## src/rtl/smem_pkg.sv

```systemverilog
package smem_pkg;
    localparam int AW = 11;
    localparam int DW = 8;
    localparam int HI_W = AW - DW;
    localparam logic [3:0] TYPE_CODE = 4'b1010;
    localparam logic [3:0] BITS_PER_BYTE = 4'd8;

    typedef enum logic [2:0] {
        ST_IDLE, ST_DEV, ST_MADDR, ST_WDATA, ST_SACK, ST_RDATA, ST_MACK
    } st_t;

    typedef struct packed {
        logic start;
        logic stop;
        logic rise;
        logic fall;
        logic scl;
        logic sda;
    } bus_ev_t;

    function automatic logic code_ok(logic [DW-1:0] b);
        return b[DW-1:DW-4] == TYPE_CODE;
    endfunction
endpackage

```

## src/rtl/smem_bus_sampler.sv

```systemverilog
module smem_bus_sampler
    import smem_pkg::*;
#(
    parameter int STAGES = 2
) (
    input  logic    clk,
    input  logic    rst,
    input  logic    scl_i,
    input  logic    sda_i,
    output bus_ev_t ev
);
    logic [STAGES-1:0] scl_sh, sda_sh;
    logic scl_q, sda_q;

    always_ff @(posedge clk) begin
        if (rst) begin
            scl_sh <= '1;
            sda_sh <= '1;
            scl_q  <= 1'b1;
            sda_q  <= 1'b1;
        end else begin
            scl_sh <= {scl_sh[STAGES-2:0], scl_i};
            sda_sh <= {sda_sh[STAGES-2:0], sda_i};
            scl_q  <= scl_sh[STAGES-1];
            sda_q  <= sda_sh[STAGES-1];
        end
    end

    always_comb begin
        ev.scl   = scl_sh[STAGES-1];
        ev.sda   = sda_sh[STAGES-1];
        ev.rise  = ev.scl & ~scl_q;
        ev.fall  = ~ev.scl & scl_q;
        ev.start = ev.scl & scl_q & sda_q & ~ev.sda;
        ev.stop  = ev.scl & scl_q & ~sda_q & ev.sda;
    end
endmodule

```

## src/rtl/smem_addr_ctr.sv

```systemverilog
module smem_addr_ctr
    import smem_pkg::*;
(
    input  logic            clk,
    input  logic            rst,
    input  logic            ld_hi,
    input  logic [HI_W-1:0] hi,
    input  logic            ld_lo,
    input  logic [DW-1:0]   lo,
    input  logic            inc,
    output logic [AW-1:0]   addr
);
    localparam logic [AW-1:0] ONE = AW'(1);

    always_ff @(posedge clk) begin
        if (rst) begin
            addr <= '0;
        end else if (inc) begin
            addr <= addr + ONE;
        end else begin
            if (ld_hi) addr[AW-1:DW] <= hi;
            if (ld_lo) addr[DW-1:0]  <= lo;
        end
    end

    // counter wraps from the top address to zero
    a_r6_wrap: assert property (@(posedge clk) disable iff (rst)
        (inc && addr == {AW{1'b1}}) |=> addr == '0);
endmodule

```

## src/rtl/serial_mem_slave.sv

```systemverilog
module serial_mem_slave
    import smem_pkg::*;
#(
    parameter int SYNC_STAGES = 2
) (
    input  logic          clk,
    input  logic          rst,
    input  logic          scl_i,
    input  logic          sda_i,
    output logic          sda_pull_low,
    input  logic          wr_busy,
    output logic          wr_valid,
    output logic [AW-1:0] wr_addr,
    output logic [DW-1:0] wr_data,
    output logic          rd_en,
    output logic [AW-1:0] rd_addr,
    input  logic [DW-1:0] rd_data
);
    bus_ev_t ev;
    st_t st, st_n, ack_next, ackn_n;
    logic [3:0] bitcnt, bit_n;
    logic [DW-1:0] shreg, sh_n, txreg, tx_n, rbuf;
    logic sda_oe, oe_n, rd_pend;
    logic ld_hi, ld_lo, inc, wv_n;
    logic [AW-1:0] addr;

    smem_bus_sampler #(.STAGES(SYNC_STAGES)) u_samp (
        .clk(clk), .rst(rst), .scl_i(scl_i), .sda_i(sda_i), .ev(ev)
    );

    smem_addr_ctr u_ctr (
        .clk(clk), .rst(rst),
        .ld_hi(ld_hi), .hi(shreg[HI_W:1]),
        .ld_lo(ld_lo), .lo(shreg),
        .inc(inc), .addr(addr)
    );

    always_comb begin
        st_n   = st;
        bit_n  = bitcnt;
        sh_n   = shreg;
        tx_n   = txreg;
        oe_n   = sda_oe;
        ackn_n = ack_next;
        ld_hi  = 1'b0;
        ld_lo  = 1'b0;
        inc    = 1'b0;
        wv_n   = 1'b0;
        if (ev.start) begin
            st_n  = ST_DEV;
            bit_n = '0;
            oe_n  = 1'b0;
        end else if (ev.stop) begin
            st_n = ST_IDLE;
            oe_n = 1'b0;
        end else begin
            case (st)
                ST_DEV, ST_MADDR, ST_WDATA: begin
                    if (ev.rise && bitcnt < BITS_PER_BYTE) begin
                        sh_n  = {shreg[DW-2:0], ev.sda};
                        bit_n = bitcnt + 4'd1;
                    end else if (ev.fall && bitcnt == BITS_PER_BYTE) begin
                        bit_n = '0;
                        if (wr_busy || (st == ST_DEV && !code_ok(shreg))) begin
                            st_n = ST_IDLE;
                        end else begin
                            st_n = ST_SACK;
                            oe_n = 1'b1;
                            if (st == ST_DEV) begin
                                ld_hi  = 1'b1;
                                ackn_n = shreg[0] ? ST_RDATA : ST_MADDR;
                            end else if (st == ST_MADDR) begin
                                ld_lo  = 1'b1;
                                ackn_n = ST_WDATA;
                            end else begin
                                wv_n   = 1'b1;
                                inc    = 1'b1;
                                ackn_n = ST_WDATA;
                            end
                        end
                    end
                end
                ST_SACK: begin
                    if (ev.fall) begin
                        st_n  = ack_next;
                        bit_n = '0;
                        oe_n  = 1'b0;
                        if (ack_next == ST_RDATA) begin
                            tx_n = rbuf;
                            oe_n = ~rbuf[DW-1];
                        end
                    end
                end
                ST_RDATA: begin
                    if (ev.rise && bitcnt < BITS_PER_BYTE) begin
                        bit_n = bitcnt + 4'd1;
                    end else if (ev.fall) begin
                        if (bitcnt == BITS_PER_BYTE) begin
                            st_n  = ST_MACK;
                            oe_n  = 1'b0;
                            inc   = 1'b1;
                            bit_n = '0;
                        end else if (bitcnt != 4'd0) begin
                            tx_n = {txreg[DW-2:0], 1'b0};
                            oe_n = ~txreg[DW-2];
                        end
                    end
                end
                ST_MACK: begin
                    if (ev.rise) begin
                        if (ev.sda) st_n = ST_IDLE;
                        else        bit_n = 4'd1;
                    end else if (ev.fall && bitcnt == 4'd1) begin
                        st_n  = ST_RDATA;
                        bit_n = '0;
                        tx_n  = rbuf;
                        oe_n  = ~rbuf[DW-1];
                    end
                end
                default: ;
            endcase
        end
    end

    assign rd_en   = (st == ST_SACK && ack_next == ST_RDATA) || st == ST_MACK;
    assign rd_addr = addr;
    assign sda_pull_low = sda_oe;

    always_ff @(posedge clk) begin
        if (rst) begin
            st       <= ST_IDLE;
            ack_next <= ST_IDLE;
            bitcnt   <= '0;
            shreg    <= '0;
            txreg    <= '0;
            rbuf     <= '0;
            sda_oe   <= 1'b0;
            rd_pend  <= 1'b0;
            wr_valid <= 1'b0;
            wr_addr  <= '0;
            wr_data  <= '0;
        end else begin
            st       <= st_n;
            ack_next <= ackn_n;
            bitcnt   <= bit_n;
            shreg    <= sh_n;
            txreg    <= tx_n;
            sda_oe   <= oe_n;
            rd_pend  <= rd_en;
            if (rd_pend) rbuf <= rd_data;
            wr_valid <= wv_n;
            if (wv_n) begin
                wr_addr <= addr;
                wr_data <= shreg;
            end
        end
    end

    // quiet bus side straight out of reset
    a_r1_reset_quiet: assert property (@(posedge clk)
        rst |=> (!sda_pull_low && !wr_valid));
    // a stop always leaves the block in standby with SDA released
    a_r2_stop_standby: assert property (@(posedge clk) disable iff (rst)
        ev.stop |=> (st == ST_IDLE && !sda_pull_low));
    // nothing is acknowledged or forwarded while a write cycle runs
    a_r4_busy_nack: assert property (@(posedge clk) disable iff (rst)
        (wr_busy && ev.fall && bitcnt == BITS_PER_BYTE &&
         (st == ST_DEV || st == ST_MADDR || st == ST_WDATA))
        |=> (!sda_pull_low && !wr_valid));
    // master no-acknowledge ends the read
    a_r7_nack_idle: assert property (@(posedge clk) disable iff (rst)
        (st == ST_MACK && ev.rise && ev.sda && !ev.start && !ev.stop)
        |=> (st == ST_IDLE && !sda_pull_low));
    // pull-down holds still while SCL is high
    a_r9_sda_steady_high: assert property (@(posedge clk) disable iff (rst)
        (ev.scl && !ev.start && !ev.stop) |=> $stable(sda_oe));
    // write strobe is a single-cycle pulse
    a_r10_wr_pulse: assert property (@(posedge clk) disable iff (rst)
        wr_valid |=> !wr_valid);
endmodule

```

## config.mk

```make
export PLATFORM = sky130hd
export DESIGN_NAME = serial_mem_slave
export DESIGN_NICKNAME = d
export VERILOG_FILES = /design/src/rtl/smem_pkg.sv /design/src/rtl/smem_bus_sampler.sv /design/src/rtl/smem_addr_ctr.sv /design/src/rtl/serial_mem_slave.sv
export SDC_FILE = /design/constraint.sdc
export NUM_CORES = 1
export LEC_CHECK = 0
export ABC_AREA = 1
export BUFFER_PORTS_ARGS = -buffer_cell sky130_fd_sc_hd__buf_2
export CAP_MARGIN = 30
export CORE_MARGIN = 1.5
export CORE_UTILIZATION = 42
export CTS_CLUSTER_DIAMETER = 150
export CTS_CLUSTER_SIZE = 25
export DETAILED_ROUTE_END_ITERATION = 6
export SYNTH_ARGS = -nofsm -noshare
export SYNTH_HDL_FRONTEND = slang
export SYNTH_SLANG_ARGS = --single-unit
```

## constraint.sdc

```tcl
create_clock -name clk -period 4.05 [get_ports clk]
set_input_delay 0.405 -clock clk [delete_from_list [all_inputs] [get_ports clk]]
set_output_delay 0.405 -clock clk [all_outputs]
set_load 0.005 [all_outputs]
```

======== Word level (Yosys, flattened, before mapping) ========
Cells that the tools add are included.
W data, S select, Z words.
operators by class
  $add $sub $neg .......................... 2
  order comparisons ....................... 1
  eq/ne operators ......................... 37
  muxes and demuxes ....................... 78
  bitwise operators ....................... 17
  reductions and logical operators ........ 24
operators by type and width
  cell                     count
  $mux W7                  8
  $mux W1                  41
  $mux W3                  13
  $mux W4                  9
  $ne A4 B4 Y1 const B     6
  $ne A2 B2 Y1 const B     11
  $pmux W7 S3              1
  $ne A3 B3 Y1 const B     6
  $reduce_and A9 Y1        2
  $pmux W4 S4              1
  $eq A3 B3 Y1 const B     4
  $pmux W3 S4              1
  $add A11 B1 Y11 const B  1
  $mux W11                 1
  $reduce_and A11 Y1       1
  $not A1 Y1               10
  $reduce_and A10 Y1       1
  $eq A4 B4 Y1 const B     2
  $mux W8                  1
  $reduce_and A8 Y1        1
  $reduce_bool A4 Y1       2
  $and A1 B1 Y1            7
  $eq A3 B2 Y1 const B     2
  $reduce_and A6 Y1        1
  19 further kinds         26
storage, ports and cells
  register bits after elaboration ......... 72
  input bits .............................. 13
  output and inout bits ................... 33
  logic and storage cells ................. 177

======== Logic depth before layout (Yosys ltp) ========
  word-level depth ........................ 12
  gate-level depth with buffers ........... 13
  mapped depth without buffers ............ 13

======== By module ========
From an unflattened synthesis, not the netlist that was laid out.
unflattened totals
  cells, all modules ...................... 525
  area total of the unflattened synthesis .. 3535.9 um2
modules (own cells, without submodules)
  module            times used  cells each  area an instance (um2)  sequential area each (um2)
  serial_mem_slave  1           389         2603.7                  1101.1
  smem_addr_ctr     1           110         719.4                   220.2
  smem_bus_sampler  1           26          212.7                   120.1

======== Worst setup path before layout ========
Ideal clock, no wire load.
  path type ............................... register to register
  start ................................... register bitcnt[1]
  end ..................................... register u_ctr.addr[9]
  library setup time ...................... 0.126 ns
  arrival ................................. 1.521 ns
  required time ........................... 3.924 ns
  path slack .............................. 2.403 ns
  cell stages (with the launch flop) ...... 13
  buffers on the path ..................... 1
  clock period less this slack ............ 1.647 ns
  cells stage by stage .................... dfxtp_1 -> inv_1 -> ha_1 -> nand3_1 -> nor2_1 -> nand2_1 -> nor2_2 -> nor2_2 -> buf_4 -> nand2_1 -> nor2_1 -> nor2_1 -> nor2_1
between the ends
  cells in the longest elaborated chain, start to end .. 8
  elaborated cells on any way between the ends .. 19
  classes of those cells .................. order compare (1); eq/ne (1); mux (14); reduce/logical (3)
ends and longest elaborated chain
  element                                         line                                            source
  start, declared                                 serial_mem_slave.sv:21                          logic [3:0] bitcnt, bit_n;
  start signal, assigned                          serial_mem_slave.sv:145                         bitcnt <= bit_n;
  $eq A4 B4 Y1                                    serial_mem_slave.sv:62, serial_mem_slave.sv:98
  $mux W1 or $logic_and A1 B1 Y1 (tied branches)  serial_mem_slave.sv:98, serial_mem_slave.sv:62
  $mux W1, on equally long branches               serial_mem_slave.sv:97, serial_mem_slave.sv:62
  $mux W1, on equally long branches               serial_mem_slave.sv:95, serial_mem_slave.sv:59
  $pmux W1 S2 or $mux W1 (tied branches)          serial_mem_slave.sv:57                          case (st)
  $mux W1                                         serial_mem_slave.sv:53                          end else if (ev.stop) begin
  $mux W1                                         serial_mem_slave.sv:49                          if (ev.start) begin
  $mux W11 or $reduce_bool A2 Y1 (tied branches)  --
  end signal, assigned                            smem_addr_ctr.sv:19                             addr <= addr + ONE;
  end signal, assigned by index                   smem_addr_ctr.sv:21                             if (ld_hi) addr[AW-1:DW] <= hi;
  end signal, assigned by index                   smem_addr_ctr.sv:22                             if (ld_lo) addr[DW-1:0] <= lo;
  end, declared                                   smem_addr_ctr.sv:11                             output logic [AW-1:0] addr
Several ways; a longest one is shown, not always the timed one.
A chain may end at the register's enable or synchronous reset.

======== Worst setup path in the final report ========
  start ................................... register bitcnt[1]
  end ..................................... register u_ctr.addr[8]
Same word-level chain as after synthesis.

==> impl_metrics.json <==
{
  "tritoncts": "yes",
  "hold_buffers": 0,
  "h-tree-depth": 3,
  "ant_nets": 0,
  "report.final.hold_viol_count": 0,
  "drt-total-wl_microns": 8450,
  "final.setup_skew_ns": 0.00948,
  "max-clock-path-buffers": 2,
  "critPathCaptureType": "flop",
  "floorplan.die_area_sq_um": 8750,
  "placement.setup.worst_slack_ns": 1.93,
  "post_layout_nonfiller_instances": 655,
  "synth_seq_area_share": 0.419,
  "crit-reg2reg-capture": "u_ctr.addr[8]",
  "route.detailed.wl_per_inst_microns": 12.9,
  "cp.required_ns": 4.28,
  "viasPerCell": 5.04,
  "start_point_of_the_critical_path": "bitcnt[1]",
  "insertedDiodeCount": 0,
  "place.gp.congestion": 0.929,
  "maxCapViolations": 0,
  "clkSlewWorstSetupHoldPaths_ns": 0.08,
  "area_growth_pct": 14.9,
  "grt_antenna_before_repair": 0,
  "status": "completed",
  "ff2ff_setup_slack_ns": 1.91,
  "detailedRoute.firstPassIterationCount": 6,
  "endpoint": "u_ctr.addr[8]",
  "post_route_cells_drive_above_1_share": 0.174,
  "type_of_the_most_critical_hold_path": "primary input to flop",
  "critPathArrivalTime_ns": 2.36,
  "worst_ir_drop_vdd_mv": 0.214,
  "slew_viol_final": 0,
  "postSynthNetCount": 519,
  "critPathMaxFanout": 33,
  "synth.ff_latch_count": 72,
  "fp-row-count": 32,
  "clk_latency_ns": 0.34,
  "grt_setup_unrepaired": "no",
  "setup_viol": 0,
  "numPortBuffers": 45,
  "power-per-cell-area_nw_per_um2": 378,
  "finalWorstSetupSlack_ns": 1.91,
  "vias": 3300,
  "timing.setup.tns_ns": 0,
  "clkSinkCount": 72,
  "number_of_distinct_library_cell_variants_in_the_gate_level_netlist_after_synthesis": 33,
  "reg2reg_from": "bitcnt[1]",
  "min_period_ns": 2.14,
  "cts-root-buf": "sky130_fd_sc_hd__clkbuf_8",
  "type_of_element_launching_the_critical_path": "flop",
  "placeableCoreArea_sq_um": 7850,
  "reg2regPathDepth": 12,
  "placed_cells": 639,
  "post_cts.repair.setup_buffers": 0,
  "drc_errors": 0,
  "achievable-frequency_mhz": 468,
  "grt_start_max_net_pins": 36,
  "dieWidth_microns": 93.5,
  "wire_length_of_the_first_global_routing_pass_microns": 14700,
  "io_pins": 46,
  "total_leakage_power_nw": 1.90,
  "syn-mean-instance-area_sq_um": 6.86,
  "tightestPinTransition_ns": 0.526,
  "fp.dieH_microns": 93.5,
  "final_min_period_over_clock_period": 0.527,
  "first_iter_violations": 103,
  "tritoncts_buffers": 9,
  "critPathKind": "flop to flop",
  "cts.repair.resized": 0,
  "place.detailed.hpwl_microns": 6110,
  "synthesized_cell_area_sq_um": 3440,
  "synth_warnings": 0,
  "tightest_slew_margin_relative_to_the_limit": 0.648,
  "grt_util_all_layers": 0.211,
  "floorplan.initialDensity": 0.439,
  "n_fill_cell": 832,
  "grt_overflow": 0,
  "number_of_global_route_vias_before_repair": 3217,
  "total_number_of_nets_in_the_final_design": 565,
  "synthesis.instances": 502
}
registers in the layout, summed over array words and instances (netlist names):
register	cells
u_ctr.addr	11
wr_addr	11
rbuf	8
shreg	8
wr_data	8
txreg	7
bitcnt	4
ack_next	3
st	3
u_samp.scl_sh	2
u_samp.sda_sh	2
rd_pend	1
sda_pull_low	1
u_samp.scl_q	1
u_samp.sda_q	1
wr_valid	1
Yosys cell counts:
cell type	instances	area, sq um
sky130_fd_sc_hd__nand3_1	42	210
sky130_fd_sc_hd__buf_1	1	3.75
sky130_fd_sc_hd__buf_6	1	11.3
sky130_fd_sc_hd__clkbuf_1	6	22.5
sky130_fd_sc_hd__inv_2	8	30.0
sky130_fd_sc_hd__nand4_2	1	12.5
sky130_fd_sc_hd__nand4_1	7	43.8
sky130_fd_sc_hd__nor2_1	83	312
sky130_fd_sc_hd__nor2_4	1	11.3
sky130_fd_sc_hd__o21ai_2	1	8.76
sky130_fd_sc_hd__inv_1	44	165
sky130_fd_sc_hd__or2_2	5	31.3
sky130_fd_sc_hd__nor2_2	7	43.8
sky130_fd_sc_hd__nor4_1	7	43.8
sky130_fd_sc_hd__nand2_2	6	37.5
sky130_fd_sc_hd__a21oi_2	1	8.76
sky130_fd_sc_hd__a21oi_1	30	150
sky130_fd_sc_hd__nand2_1	99	372
sky130_fd_sc_hd__nor3_1	6	30.0
sky130_fd_sc_hd__dfxtp_1	72	1440
sky130_fd_sc_hd__buf_4	1	7.51
sky130_fd_sc_hd__xnor2_1	1	8.76
sky130_fd_sc_hd__nor3_2	1	10.0
sky130_fd_sc_hd__nand3b_1	2	15.0
sky130_fd_sc_hd__ha_1	4	50.1
sky130_fd_sc_hd__a211oi_1	1	7.51
sky130_fd_sc_hd__o21ai_0	50	250
sky130_fd_sc_hd__and2_1	1	6.26
sky130_fd_sc_hd__nor3_4	1	16.3
sky130_fd_sc_hd__buf_2	4	20.0
sky130_fd_sc_hd__xor2_1	5	43.8
sky130_fd_sc_hd__o21ai_1	2	10.0
sky130_fd_sc_hd__o211ai_1	1	7.51
area by class of cell:
cell class	instances	area (sq um)	area share
inverter	52	195	0.0494
tap	102	128	0.0323
clock inverter	6	43.8	0.0111
clock buffer	10	138	0.0348
sequential	72	1440	0.365
timing repair buffer	48	268	0.0677
multi-input combinational	365	1740	0.440
cell usage in the layout (no fill, tap or decap), types with 2 or more instances in the layout:
cell type	Yosys	routed
sky130_fd_sc_hd__nand3_1	42	42
sky130_fd_sc_hd__buf_2	4	45
sky130_fd_sc_hd__xor2_1	5	5
sky130_fd_sc_hd__nor2_2	7	7
sky130_fd_sc_hd__inv_1	44	44
sky130_fd_sc_hd__dfxtp_1	72	72
sky130_fd_sc_hd__nand4_1	7	7
sky130_fd_sc_hd__clkbuf_8	0	10
sky130_fd_sc_hd__or2_2	5	5
sky130_fd_sc_hd__o21ai_1	2	2
sky130_fd_sc_hd__ha_1	4	4
sky130_fd_sc_hd__nand2_1	99	99
sky130_fd_sc_hd__nand3b_1	2	2
sky130_fd_sc_hd__clkinvlp_4	0	4
sky130_fd_sc_hd__o21ai_0	50	50
sky130_fd_sc_hd__buf_4	1	2
sky130_fd_sc_hd__nand2_2	6	6
sky130_fd_sc_hd__nor3_1	6	6
sky130_fd_sc_hd__nor2_1	83	83
sky130_fd_sc_hd__nor4_1	7	7
sky130_fd_sc_hd__a21oi_1	30	30
sky130_fd_sc_hd__inv_2	8	8
worst max-delay path, stage by stage (launching register included):
cell and delay, ns:
sky130_fd_sc_hd__dfxtp_1 0.32, sky130_fd_sc_hd__inv_1 0.11, sky130_fd_sc_hd__ha_1 0.21, sky130_fd_sc_hd__nand3_1 0.10, sky130_fd_sc_hd__nor2_1 0.29, sky130_fd_sc_hd__nand2_1 0.11
sky130_fd_sc_hd__nor2_2 0.11, sky130_fd_sc_hd__buf_4 0.31, sky130_fd_sc_hd__nor2_2 0.18, sky130_fd_sc_hd__nand2_1 0.09, sky130_fd_sc_hd__nor2_1 0.04, sky130_fd_sc_hd__nor2_1 0.10
sky130_fd_sc_hd__nor2_1 0.05
power by group:
| group | switching [W] | internal [W] |
|---|---|---|
| sequential | 0.0000259 | 0.000733 |
| combinational | 0.000145 | 0.0000701 |
| clock | 0.000280 | 0.000240 |
kinds of logic (layout without fill, tap and decap cells):
kind of cell,after synthesis,count (layout),synth area share
adders and majority gates,4,4,0.0145
DFF,72,72,0.419
buffers and inverters,65,116,0.0756
AOI/OAI and AO/OA,86,86,0.129
and+or+nand+nor,269,269,0.347
xor gates and xnor gates,6,6,0.0153
how the worst min path moves through the flow:
stage,depth (start not counted),startpoint,end,slack (ns)
detailed placement,1,u_samp.scl_sh[0],u_samp.scl_sh[1],0.40
finish,2,scl_i,u_samp.scl_sh[0],0.25
floorplan,1,u_samp.scl_sh[0],u_samp.scl_sh[1],0.39
global route,2,sda_i,u_samp.sda_sh[0],0.24
CTS,2,scl_i,u_samp.scl_sh[0],0.23
global placement,1,u_samp.scl_sh[0],u_samp.scl_sh[1],0.40
per-stage QoR:
stage          utilization  area [sq um]  hold WS, ns  power [W]
2_1_floorplan            -          3440        0.389   0.000929
3_3_place_gp         0.477          3740        0.397   0.000981
3_5_place_dp         0.481          3770        0.400   0.000986
4_1_cts              0.504          3950        0.230    0.00151
5_1_grt              0.504          3950        0.242    0.00157
6_report             0.504          3950        0.247    0.00149
layer usage:
metal  share of wire  track usage
met4          0.0067       0.0622
met5               0            0
met3           0.039       0.0545
met1            0.48        0.260
met2            0.48        0.361
No activity file was read; power rests on OpenSTA's default activity.
